[config.mk]
export PLATFORM = sky130hd
export DESIGN_NAME = scl_clock_gen
export DESIGN_NICKNAME = d
export VERILOG_FILES = /design/src/rtl/scl_gen_pkg.sv /design/src/rtl/scl_cfg_regs.sv /design/src/rtl/scl_phase_fsm.sv /design/src/rtl/scl_clock_gen.sv
export SDC_FILE = /design/constraint.sdc
export NUM_CORES = 1
export LEC_CHECK = 0
export CAP_MARGIN = 10
export CELL_PAD_IN_SITES_DETAIL_PLACEMENT = 0
export CELL_PAD_IN_SITES_GLOBAL_PLACEMENT = 2
export CORE_MARGIN = 3
export CORE_UTILIZATION = 42
export CTS_CLUSTER_SIZE = 40
export DETAILED_ROUTE_END_ITERATION = 10
export DONT_BUFFER_PORTS = 1
export PLACE_DENSITY = 0.87
export RECOVER_POWER = 25
export SETUP_SLACK_MARGIN = 0.15
export SLEW_MARGIN = 40
export SYNTH_ARGS = -nofsm -noshare
export SYNTH_HDL_FRONTEND = slang
export SYNTH_SLANG_ARGS = --single-unit
[constraint.sdc]
create_clock -name clk -period 6.4 [get_ports clk]
set_clock_uncertainty 0.15 [all_clocks]
set_input_delay 0.64 -clock clk [delete_from_list [all_inputs] [get_ports clk]]
set_output_delay 0.64 -clock clk [all_outputs]
set_load 0.02 [all_outputs]
[src/rtl/scl_gen_pkg.sv]
package scl_gen_pkg;

    localparam int CFG_ADDR_W          = 3;
    localparam int HIGH_OVERHEAD       = 8;
    localparam int LOW_OVERHEAD        = 1;
    localparam int START_HOLD_OVERHEAD = 3;
    localparam int HCNT_MIN            = 6;
    localparam int LCNT_MIN            = 8;

    localparam int STD_HIGH_NS  = 4000;
    localparam int STD_LOW_NS   = 4700;
    localparam int FAST_HIGH_NS = 600;
    localparam int FAST_LOW_NS  = 1300;

    typedef enum logic [2:0] {
        ST_IDLE, ST_START_SU, ST_START_HD, ST_HIGH, ST_LOW, ST_PARK, ST_STOP_SU
    } phase_e;

    typedef enum logic [1:0] {
        OP_NONE  = 2'b00,
        OP_START = 2'b01,
        OP_BIT   = 2'b10,
        OP_STOP  = 2'b11
    } op_e;

    typedef enum logic [CFG_ADDR_W-1:0] {
        CFG_STD_HIGH  = 3'd0,
        CFG_STD_LOW   = 3'd1,
        CFG_FAST_HIGH = 3'd2,
        CFG_FAST_LOW  = 3'd3,
        CFG_HOLD      = 3'd4,
        CFG_SPEED     = 3'd5
    } cfg_addr_e;

    // nanoseconds to system clocks, rounded to nearest
    function automatic int ns_to_clk(int khz, int ns);
        longint prod;
        prod = longint'(khz) * longint'(ns) + 64'sd500000;
        return int'(prod / 64'sd1000000);
    endfunction

    function automatic int floor_at(int v, int lo);
        return (v < lo) ? lo : v;
    endfunction

endpackage

[src/rtl/scl_cfg_regs.sv]
module scl_cfg_regs
    import scl_gen_pkg::*;
#(
    parameter int CNT_W   = 16,
    parameter int CLK_KHZ = 100000
) (
    input  logic                  clk,
    input  logic                  rst,
    input  logic                  enable,
    input  logic                  cfg_we,
    input  logic [CFG_ADDR_W-1:0] cfg_addr,
    input  logic [CNT_W-1:0]      cfg_wdata,
    output logic [CNT_W-1:0]      hcnt_o,
    output logic [CNT_W-1:0]      lcnt_o,
    output logic [CNT_W-1:0]      hold_o
);
    localparam logic [CNT_W-1:0] RST_STD_H  =
        CNT_W'(floor_at(ns_to_clk(CLK_KHZ, STD_HIGH_NS) - HIGH_OVERHEAD, HCNT_MIN));
    localparam logic [CNT_W-1:0] RST_STD_L  =
        CNT_W'(floor_at(ns_to_clk(CLK_KHZ, STD_LOW_NS) - LOW_OVERHEAD, LCNT_MIN));
    localparam logic [CNT_W-1:0] RST_FAST_H =
        CNT_W'(floor_at(ns_to_clk(CLK_KHZ, FAST_HIGH_NS) - HIGH_OVERHEAD, HCNT_MIN));
    localparam logic [CNT_W-1:0] RST_FAST_L =
        CNT_W'(floor_at(ns_to_clk(CLK_KHZ, FAST_LOW_NS) - LOW_OVERHEAD, LCNT_MIN));
    localparam logic [CNT_W-1:0] H_MIN = CNT_W'(HCNT_MIN);
    localparam logic [CNT_W-1:0] L_MIN = CNT_W'(LCNT_MIN);

    logic [CNT_W-1:0] std_h, std_l, fast_h, fast_l, hold_q;
    logic             fast_q;

    function automatic logic [CNT_W-1:0] raise_to(logic [CNT_W-1:0] v, logic [CNT_W-1:0] lo);
        return (v < lo) ? lo : v;
    endfunction

    always_ff @(posedge clk) begin
        if (rst) begin
            std_h  <= RST_STD_H;
            std_l  <= RST_STD_L;
            fast_h <= RST_FAST_H;
            fast_l <= RST_FAST_L;
            hold_q <= CNT_W'(1);
            fast_q <= 1'b0;
        end else if (cfg_we && !enable) begin
            case (cfg_addr)
                CFG_STD_HIGH:  std_h  <= raise_to(cfg_wdata, H_MIN);
                CFG_STD_LOW:   std_l  <= raise_to(cfg_wdata, L_MIN);
                CFG_FAST_HIGH: fast_h <= raise_to(cfg_wdata, H_MIN);
                CFG_FAST_LOW:  fast_l <= raise_to(cfg_wdata, L_MIN);
                CFG_HOLD:      hold_q <= cfg_wdata;
                CFG_SPEED:     fast_q <= cfg_wdata[0];
                default: ;
            endcase
        end
    end

    assign hcnt_o = fast_q ? fast_h : std_h;
    assign lcnt_o = fast_q ? fast_l : std_l;
    assign hold_o = hold_q;


    cfg_frozen_chk: assert property (@(posedge clk) disable iff (rst)
        $past(enable) |-> ($stable(std_h) && $stable(std_l) && $stable(fast_h)
                           && $stable(fast_l) && $stable(hold_q) && $stable(fast_q)));


    cfg_min_chk: assert property (@(posedge clk) disable iff (rst)
        (std_h >= H_MIN) && (fast_h >= H_MIN) && (std_l >= L_MIN) && (fast_l >= L_MIN));

endmodule

[src/rtl/scl_phase_fsm.sv]
module scl_phase_fsm
    import scl_gen_pkg::*;
#(
    parameter int CNT_W = 16
) (
    input  logic             clk,
    input  logic             rst,
    input  logic             enable,
    input  logic             cmd_valid,
    input  logic [1:0]       cmd_op,
    input  logic             scl_in,
    input  logic [CNT_W-1:0] hcnt,
    input  logic [CNT_W-1:0] lcnt,
    input  logic [CNT_W-1:0] hold,
    output logic             cmd_ready,
    output logic             scl_low,
    output logic             sda_launch,
    output logic             sda_sample,
    output logic             sda_edge,
    output logic             stretch_det
);
    localparam int PH_W = CNT_W + 2;

    phase_e          state, state_n;
    logic [PH_W-1:0] cnt, hi_last, hd_last, lo_last, launch_at;
    logic            is_high, high_done, take;

    assign hi_last   = PH_W'(hcnt) + PH_W'(HIGH_OVERHEAD - 1);
    assign hd_last   = PH_W'(hcnt) + PH_W'(START_HOLD_OVERHEAD - 1);
    assign lo_last   = PH_W'(lcnt) + PH_W'(LOW_OVERHEAD - 1);
    assign launch_at = (hold > lcnt) ? PH_W'(lcnt) : PH_W'(hold);

    assign is_high   = (state == ST_START_SU) || (state == ST_HIGH) || (state == ST_STOP_SU);
    assign high_done = is_high && scl_in && (cnt == hi_last);
    assign cmd_ready = enable && ((state == ST_IDLE) || (state == ST_PARK));
    assign take      = cmd_ready && cmd_valid;

    always_comb begin
        state_n = state;
        case (state)
            ST_IDLE:     if (take && cmd_op == OP_START) state_n = ST_START_SU;
            ST_PARK: if (take) begin
                case (cmd_op)
                    OP_START: state_n = ST_START_SU;
                    OP_BIT:   state_n = ST_HIGH;
                    OP_STOP:  state_n = ST_STOP_SU;
                    default:  state_n = ST_PARK;
                endcase
            end
            ST_START_SU: if (high_done) state_n = ST_START_HD;
            ST_START_HD: if (cnt == hd_last) state_n = ST_LOW;
            ST_HIGH:     if (high_done) state_n = ST_LOW;
            ST_LOW:      if (cnt == lo_last) state_n = ST_PARK;
            ST_STOP_SU:  if (high_done) state_n = ST_IDLE;
            default:     state_n = ST_IDLE;
        endcase
        if (!enable) state_n = ST_IDLE;
    end

    always_ff @(posedge clk) begin
        if (rst) begin
            state <= ST_IDLE;
            cnt   <= '0;
        end else begin
            state <= state_n;
            if (state_n != state)
                cnt <= '0;
            else if (is_high ? scl_in : ((state == ST_LOW) || (state == ST_START_HD)))
                cnt <= cnt + PH_W'(1);
        end
    end

    assign scl_low     = (state == ST_LOW) || (state == ST_PARK);
    assign sda_launch  = (state == ST_LOW) && (cnt == launch_at);
    assign sda_sample  = (state == ST_HIGH) && scl_in && (cnt == '0);
    assign sda_edge    = ((state == ST_START_SU) || (state == ST_STOP_SU)) && high_done;
    assign stretch_det = is_high && !scl_in;


    low_bound_chk: assert property (@(posedge clk) disable iff (rst)
        (state == ST_LOW) |-> (cnt <= lo_last));


    sample_chk: assert property (@(posedge clk) disable iff (rst)
        sda_sample |-> (scl_in && !scl_low));


    stall_chk: assert property (@(posedge clk) disable iff (rst)
        (is_high && !scl_in && enable) |=> (cnt == $past(cnt)));


    edge_chk: assert property (@(posedge clk) disable iff (rst)
        sda_edge |-> (scl_in && !scl_low));


    launch_chk: assert property (@(posedge clk) disable iff (rst)
        sda_launch |-> scl_low);


    disable_chk: assert property (@(posedge clk) disable iff (rst)
        !enable |=> (state == ST_IDLE && !scl_low));

endmodule

[src/rtl/scl_clock_gen.sv]
module scl_clock_gen
    import scl_gen_pkg::*;
#(
    parameter int CNT_W   = 16,
    parameter int CLK_KHZ = 100000
) (
    input  logic                  clk,
    input  logic                  rst,
    input  logic                  enable,
    input  logic                  cfg_we,
    input  logic [CFG_ADDR_W-1:0] cfg_addr,
    input  logic [CNT_W-1:0]      cfg_wdata,
    input  logic                  cmd_valid,
    input  logic [1:0]            cmd_op,
    output logic                  cmd_ready,
    input  logic                  scl_in,
    output logic                  scl_low,
    output logic                  sda_launch,
    output logic                  sda_sample,
    output logic                  sda_edge,
    output logic                  stretch_det
);
    logic [CNT_W-1:0] hcnt, lcnt, hold;

    scl_cfg_regs #(.CNT_W(CNT_W), .CLK_KHZ(CLK_KHZ)) u_cfg (
        .clk       (clk),
        .rst       (rst),
        .enable    (enable),
        .cfg_we    (cfg_we),
        .cfg_addr  (cfg_addr),
        .cfg_wdata (cfg_wdata),
        .hcnt_o    (hcnt),
        .lcnt_o    (lcnt),
        .hold_o    (hold)
    );

    scl_phase_fsm #(.CNT_W(CNT_W)) u_fsm (
        .clk         (clk),
        .rst         (rst),
        .enable      (enable),
        .cmd_valid   (cmd_valid),
        .cmd_op      (cmd_op),
        .scl_in      (scl_in),
        .hcnt        (hcnt),
        .lcnt        (lcnt),
        .hold        (hold),
        .cmd_ready   (cmd_ready),
        .scl_low     (scl_low),
        .sda_launch  (sda_launch),
        .sda_sample  (sda_sample),
        .sda_edge    (sda_edge),
        .stretch_det (stretch_det)
    );

endmodule

==> results.sh, run 1 <==
export IMPL_critical_path_required_ps=5610
export IMPL_rr_startpoint="u_cfg.fast_q$_SDFFE_PP0P_"
export IMPL_cts_root_buf="clkbuf_16"
export IMPL_syn_inst=835
export IMPL_grt_max_degree=71
export IMPL_drc=0
export IMPL_numCtsBuffers=9
export IMPL_synth_area_sq_um=6600
export IMPL_cts_buffer_depth=2
export IMPL_rr_worst_depth=12
export IMPL_r2r_end="u_fsm.cnt[6]$_SDFFE_PP0P_"
export IMPL_cellPowerDensity_nw_per_um2=185
export IMPL_area_growth_pct=5.86
export IMPL_ys_seq_elements=102
export IMPL_drt_first_pass_iters=7
export IMPL_swShare_pct=26.5
export IMPL_num_vias=5945
export IMPL_nFillCells=1541
export IMPL_path_cells="buf_4 -> mux2i_1 -> ha_1 -> inv_1 -> o21ai_0 -> and2_1 -> a41oi_1 -> nor4_1 -> nand3_1 -> a21oi_1"
export IMPL_ctsResizeCount=0
export IMPL_pwr_share_clk_pct=43.4
export IMPL_p_comb_share_pct=6.1
export IMPL_min_to="u_cfg.hold_o[11]$_SDFFE_PP0P_"
export IMPL_ant_nets=0
export IMPL_max_freq_ghz=0.191
export IMPL_min_from="rst"
export IMPL_grt_use_total_pct=23.3
export IMPL_grt_overflow_total=0
export IMPL_h_tree_depth=3
export IMPL_rsz0062_at_grt="no"
export IMPL_layout_commonest_cell="nand2_1"
export IMPL_netlist_area_leader_share_pct=31.0
export IMPL_dieWidth_um=131
export IMPL_synth_edf_count=0
export IMPL_antenna_found_initial=0
export IMPL_syn_avg_cell_area_sq_um=7.90
export IMPL_seq_area_frac_synth_pct=31.0
export IMPL_cp_slowest_cell="dfxtp_2"
export IMPL_drive_gt1_share_pct=4.36
export IMPL_synth_area_leaders="dfxtp_1 (31%), nand2_1 (8.3%), mux2i_1 (7.3%), xnor2_1 (6.9%), ha_1 (4.9%)"
export IMPL_power_mw=1.29
export IMPL_holdPathStages=1
export IMPL_status="finished, final reports clean"
export IMPL_mostFrequentLayoutCells="nand2_1 (146), dfxtp_1 (100), a21oi_1 (56), xnor2_1 (52), mux2i_1 (48)"
export IMPL_core_area_sq_um=15300
export IMPL_ctsHoldBuffers=0
export IMPL_slew_headroom_pct=38.0
export IMPL_endpoint_kind="primary output"
export IMPL_hold_slack_ps=231
export IMPL_start_util_pct=43.2
export IMPL_grt_first_pass_wirelength_um=32100
export IMPL_reg2reg_slack_ps=1440
export IMPL_fp_dieH_um=131
export IMPL_clock_latency_ps=370
export IMPL_syn_num_nets=888
export IMPL_diodes=0
export IMPL_cts_tree="yes"
export IMPL_setup_tns_final_ps=0
export IMPL_hp_class="primary input to flop"
export IMPL_post_route_period_util_pct=81.7
export IMPL_vdd_drop_max_mv=0.141
export IMPL_final_nets=850
export IMPL_rows=45
export IMPL_wl_um=20200
export IMPL_clk_pin_slew_worst_paths_ps=80
export IMPL_io_buffer_count=0
export IMPL_stdcell_count=1013
export IMPL_tightestPinTransition_ps=930
export IMPL_dieArea_sq_um=17200
export IMPL_yosysWarnings=0
export IMPL_p_switching_uw=341
export IMPL_wl_per_cell_um=20.0
export IMPL_final_setup_viol_count=0
export IMPL_postCtsSetupRepairBufs=0
export IMPL_arrival_ps=4440
export IMPL_leakagePower_nw=2.34
export IMPL_hold_violations=0
export IMPL_final_area_sq_um=6980
export IMPL_crit_type="flop to primary output"
export IMPL_hpwl_um=15000
export IMPL_post_route_min_period_ps=5230
export IMPL_pin_count=33
export IMPL_cts_sink_count=102
export IMPL_max_cap_violations=0
export IMPL_initialDrtViolationCount=429
export IMPL_place_gp_congestion=0.917
export IMPL_drv_slew=0
export IMPL_synth_async_reset_ratio_pct=0
export IMPL_synth_flop_cell="dfxtp_1"
export IMPL_intPower_uw=949
export IMPL_slowest_delay_ps=690
export IMPL_via_per_inst=5.87
export IMPL_synth_top_cell_by_area="dfxtp_1"
export IMPL_p_seq_share_pct=50.5
export IMPL_startpoint_type="flop"
export IMPL_path_max_fanout=51
export IMPL_crit_start="u_cfg.fast_q$_SDFFE_PP0P_"
export IMPL_grt_pass1_vias=5604
export IMPL_placedCellCount=997
export IMPL_ys_types=57
export IMPL_place_area_sq_um=6680
metrics by stage:
step | setup WS (ps) | util, %
final | 1170 | 45.8
after floorplan | 1760 | -
after CTS | 1100 | 45.7
after global routing | 838 | 45.8
after detailed placement | 1380 | 43.8
after global placement | 1580 | 43.7
flip-flops by register name, summed over array words and instances (netlist names):
register / flops
u_cfg.fast_l: 16
u_cfg.hold_o: 16
u_fsm.cnt: 18
u_cfg.fast_q: 1
u_cfg.fast_h: 16
u_cfg.std_l: 16
u_cfg.std_h: 16
u_fsm.state: 3
power groups by stage:
| stage | Combinational, mW | Sequential [mW] | Clock, mW |
|---|---|---|---|
| 5_1_grt | 0.0878 | 0.652 | 0.591 |
| 3_5_place_dp | 0.0779 | 0.666 | 0 |
| 3_3_place_gp | 0.0761 | 0.666 | 0 |
| 4_1_cts | 0.0783 | 0.651 | 0.568 |
| 2_1_floorplan | 0.0709 | 0.662 | 0 |
| 6_report | 0.0787 | 0.651 | 0.561 |
cells in the mapped netlist, types with 4 or more instances:
cell type	number
o211ai_1	16
o21a_1	4
nand4_1	24
buf_2	5
mux2_2	5
nor2_1	45
nor3_1	13
ha_1	26
a31oi_1	11
nand3b_1	10
o21ai_0	15
dfxtp_1	102
mux2i_1	48
nor2b_1	5
nand4b_1	6
xnor2_1	52
inv_1	23
nand2_1	146
xor2_1	27
a41oi_1	5
nand2b_1	6
clkbuf_1	41
a21o_1	6
nand3_1	38
a21oi_1	56
nor4_1	13
and3_1	8
a211oi_1	27
a22oi_1	6
logic make-up after synthesis:
kind of cell | count (synthesis) | share of synthesized area [%]
AO/OA/AOI/OAI | 168 | 16.8
buffers and inverters | 76 | 4.76
AND/OR/NAND/NOR | 331 | 23.9
multiplexers | 53 | 8.14
flip-flops | 102 | 31.0
XOR/XNOR | 79 | 10.5
adder cells (fa/ha/maj) | 26 | 4.93
how the worst max path moves through the flow:
stage,cells after the start,slack (ps),to
finish,10,1170,sda_edge
CTS,10,1100,sda_edge
global placement,11,1580,u_fsm.cnt[2]$_SDFFE_PP0P_
global route,10,840,sda_edge
detailed placement,11,1380,u_fsm.cnt[6]$_SDFFE_PP0P_
floorplan,14,1760,sda_launch
final cells by class:
class | instances | area (sq um) | area share [%]
multi-input cells | 657 | 4260 | 61.1
flip-flops and latches | 102 | 2040 | 29.3
well taps | 211 | 264 | 3.78
clock buffers | 9 | 225 | 3.23
inverters | 23 | 86.3 | 1.24
clock inverters | 7 | 75.1 | 1.08
repair buffers | 4 | 23.8 | 0.341
metal layers:
layer | share of wire (%) | global-route usage, % | vias to the layer above
li1 | - | - | 2901
met1 | 49 | 33.7 | 2845
met2 | 44 | 35.0 | 174
met3 | 5.6 | 4.86 | 25
met4 | 2.2 | 6.71 | 0
met5 | 0 | 0 | -
worst max-delay path, delay by kind of cell (launching register included):
family | cells | cell delay (ps)
mux | 1 | 520
fa+ha+maj | 1 | 230
simple gates | 3 | 920
flops | 1 | 690
buf+inv | 2 | 570
compound gates | 3 | 1120
Power figures use the tool's default switching activity.
==> run 2, diff against run 1 <==
- ABC_AREA: default -> 1
- CORE_UTILIZATION: 42 -> 32
- PLACE_DENSITY: 0.87 -> 0.77
- clock period: 6.4 -> 4.21 ns (I/O delays scaled with it)
==> results.sh, run 2 <==
export IMPL_synth_top_family_by_area="simple AND/OR/NAND/NOR gates"
export IMPL_hold_slack_ps=12.9
export IMPL_grt_first_pass_wirelength_um=35100
export IMPL_synth_area_leaders="dfxtp_1 (29%), nand2_1 (15%), inv_1 (7.2%), o21ai_0 (6.6%), a21oi_1 (5.4%)"
export IMPL_rr_startpoint="u_cfg.fast_q$_SDFFE_PP0P_"
export IMPL_drc=0
export IMPL_largest_reg_flops=18
export IMPL_dieWidth_um=155
export IMPL_p_switching_uw=560
export IMPL_rsz0062_at_grt="no"
export IMPL_synth_async_reset_ratio_pct=0
export IMPL_yosysMostFrequentCell="nand2_1"
export IMPL_startpoint_type="flop"
export IMPL_r2r_end="u_fsm.cnt[6]$_SDFFE_PP0P_"
export IMPL_yosys_area_share_simple_pct=35.4
export IMPL_synthMuxAreaShare_pct=1.32
export IMPL_cellPowerDensity_nw_per_um2=277
export IMPL_hold_violations=0
export IMPL_crit_type="flop to primary output"
export IMPL_final_setup_viol_count=0
export IMPL_use_met2_pct=29.4
export IMPL_min_to="u_cfg.fast_l[0]$_SDFFE_PP1P_"
export IMPL_path_delay_family="simple AND/OR/NAND/NOR gates"
export IMPL_holdPathStages=2
export IMPL_synth_top_cell_by_area="dfxtp_1"
export IMPL_syn_num_nets=1150
export IMPL_syn_inst=1097
export IMPL_fp_dieH_um=155
export IMPL_grt_util_met3_pct=1.61
export IMPL_top_usage_layer="met2"
export IMPL_pin_count=33
export IMPL_critical_path_required_ps=3640
export IMPL_rows=53
export IMPL_synth_flop_cell="dfxtp_1"
export IMPL_drt_first_pass_iters=5
export IMPL_antenna_found_initial=0
export IMPL_max_cap_violations=0
export IMPL_wl_um=21700
export IMPL_nFillCells=2395
export IMPL_cts_root_buf="clkbuf_16"
export IMPL_ys_types=44
export IMPL_netlist_area_leader_share_pct=28.7
export IMPL_cts_tree="yes"
export IMPL_synth_edf_count=0
export IMPL_hp_class="primary input to flop"
export IMPL_num_vias=6643
export IMPL_dieArea_sq_um=24000
export IMPL_post_route_period_util_pct=89.2
export IMPL_vdd_drop_max_mv=0.170
export IMPL_max_freq_ghz=0.266
export IMPL_yosysWarnings=0
export IMPL_final_nets=1136
export IMPL_status="finished, final reports clean"
export IMPL_via_per_inst=4.87
export IMPL_swShare_pct=26.2
export IMPL_post_place_ws_ps=492
export IMPL_path_cells="buf_12 -> nand2_1 -> nand2_1 -> inv_1 -> ha_1 -> nand2_1 -> inv_1 -> nand3_1 -> o211ai_1 -> nand2_1 -> nand4_1 -> nand2_4 -> buf_4 -> o21ai_0 -> o21ai_0 -> nor2_1 -> nand3_1 -> nor2_1 -> buf_4"
export IMPL_leakagePower_nw=3.51
export IMPL_numCtsBuffers=9
export IMPL_tightestPinTransition_ps=1320
export IMPL_mostFrequentLayoutCells="nand2_1 (274), inv_1 (137), dfxtp_1 (101), o21ai_0 (92), nor2_1 (87)"
export IMPL_cts_sink_count=102
export IMPL_grt_use_total_pct=18.5
export IMPL_intPower_mw=1.57
export IMPL_seq_area_frac_synth_pct=28.7
export IMPL_p_comb_share_pct=9.8
export IMPL_finalWorstSetupSlack_ps=454
export IMPL_grt_overflow_total=0
export IMPL_slowest_delay_ps=390
export IMPL_core_area_sq_um=21400
export IMPL_hpwl_um=17200
export IMPL_clock_latency_ps=360
export IMPL_critPathMostFrequentCell="nand2_1"
export IMPL_pwr_share_clk_pct=43.7
export IMPL_reg2reg_slack_ps=750
export IMPL_h_tree_depth=3
export IMPL_cts_buffer_depth=2
export IMPL_wl_per_cell_um=15.9
export IMPL_place_gp_congestion=0.829
export IMPL_grt_pass1_vias=6326
export IMPL_arrival_ps=3190
export IMPL_ys_seq_elements=102
export IMPL_slew_headroom_pct=12.2
export IMPL_drive_gt1_share_pct=9.74
export IMPL_diodes=0
export IMPL_io_buffer_count=0
export IMPL_initialDrtViolationCount=371
export IMPL_synth_xor_area_share_pct=4.44
export IMPL_start_util_pct=33.2
export IMPL_area_growth_pct=8.49
export IMPL_synth_area_sq_um=7100
export IMPL_syn_avg_cell_area_sq_um=6.47
export IMPL_critical_path_buf_inv_count=5
export IMPL_setup_tns_final_ps=0
export IMPL_synth_common_cells="nand2_1 (275), inv_1 (137), dfxtp_1 (102)"
export IMPL_ant_nets=0
export IMPL_cp_slowest_cell="dfxtp_2"
export IMPL_synth_adder_area_share_pct=4.58
export IMPL_min_from="rst"
export IMPL_endpoint_kind="primary output"
export IMPL_grt_max_degree=69
export IMPL_regMostFlops="u_fsm.cnt"
export IMPL_synth_compound_area_share_pct=14.7
export IMPL_layout_commonest_cell="nand2_1"
export IMPL_regArea_sq_um=2040
export IMPL_path_max_fanout=18
export IMPL_drv_slew=0
export IMPL_gr_usage_met1_pct=27.1
export IMPL_rr_worst_depth=22
export IMPL_multi_input_area_sq_um=4340
export IMPL_p_seq_share_pct=46.5
export IMPL_post_route_min_period_ps=3760
export IMPL_utilization_pct=36.0
export IMPL_clk_pin_slew_worst_paths_ps=70
-- run 2: cell types whose count changed after synthesis, moves of 19 or more --
cell | before | now
mux2i_1 | 48 | 8
nand2_2 | 0 | 19
o21ai_0 | 15 | 93
a211oi_1 | 27 | 0
a21oi_1 | 56 | 77
xnor2_1 | 52 | 3
nand2_1 | 146 | 275
nand3_1 | 38 | 74
inv_1 | 23 | 137
nor2_1 | 45 | 88
-- run 2: kinds of logic (layout without fill, tap and decap cells) --
logic type / after synthesis / after routing
flip-flops: 102 / 102
AO/OA/AOI/OAI: 196 / 196
XOR/XNOR: 36 / 36
buffers and inverters: 185 / 176
adder cells (fa/ha/maj): 26 / 26
AND/OR/NAND/NOR: 543 / 543
multiplexers: 9 / 9
-- run 2: power groups by stage --
stage	registers [mW]	logic (mW)	clock network, mW
after floorplan	1.01	0.159	0
after global placement	1.02	0.207	0
after detailed placement	1.02	0.207	0
after CTS	0.993	0.210	0.953
after global routing	0.996	0.241	0.987
final	0.993	0.209	0.932
-- run 2: stage by stage --
| step | std cells | area [sq um] | power [mW] |
|---|---|---|---|
| 2_1_floorplan | 1097 | 7100 | 1.17 |
| 5_1_grt | 1363 | 7710 | 2.22 |
| 4_1_cts | 1362 | 7690 | 2.16 |
| 3_5_place_dp | 1345 | 7350 | 1.22 |
| 6_report | 1363 | 7710 | 2.13 |
| 3_3_place_gp | 1345 | 7350 | 1.22 |
-- run 2: layout make-up --
| type | instances | area share (%) |
|---|---|---|
| Clock inverter | 7 | 1.33 |
| Tap cell | 275 | 4.47 |
| Timing Repair Buffer | 13 | 1.32 |
| Multi-Input combinational cell | 810 | 56.3 |
| Clock buffer | 9 | 2.92 |
| Inverter | 147 | 7.19 |
| Sequential cell | 102 | 26.5 |
-- run 2: what timing repair did --
action,CTS,global route
setup buffers,0,1
pin swaps,0,1
hold endpoints to repair,4,0
setup endpoints to repair,1,1
hold buffers,1,0
resized for setup,1,7
-- run 2: how the worst max path moves through the flow --
stage                                    startpoint         end  slack, ps  cells past startpoint
after floorplan           u_cfg.fast_q$_SDFFE_PP0P_  sda_launch        760                     19
after global placement    u_cfg.fast_q$_SDFFE_PP0P_  sda_launch        580                     19
after detailed placement  u_cfg.fast_q$_SDFFE_PP0P_  sda_launch        490                     17
after CTS                 u_cfg.fast_q$_SDFFE_PP0P_  sda_launch        250                     17
after global routing      u_cfg.fast_q$_SDFFE_PP0P_  sda_launch        160                     19
final                     u_cfg.fast_q$_SDFFE_PP0P_  sda_launch        450                     19
-- run 2: per-layer routing --
metal | vias to the layer above | wire length, um
li1 | 3514 | -
met3 | 11 | 604
met2 | 92 | 9800
met1 | 3026 | 11000
met5 | - | 0
met4 | 0 | 213
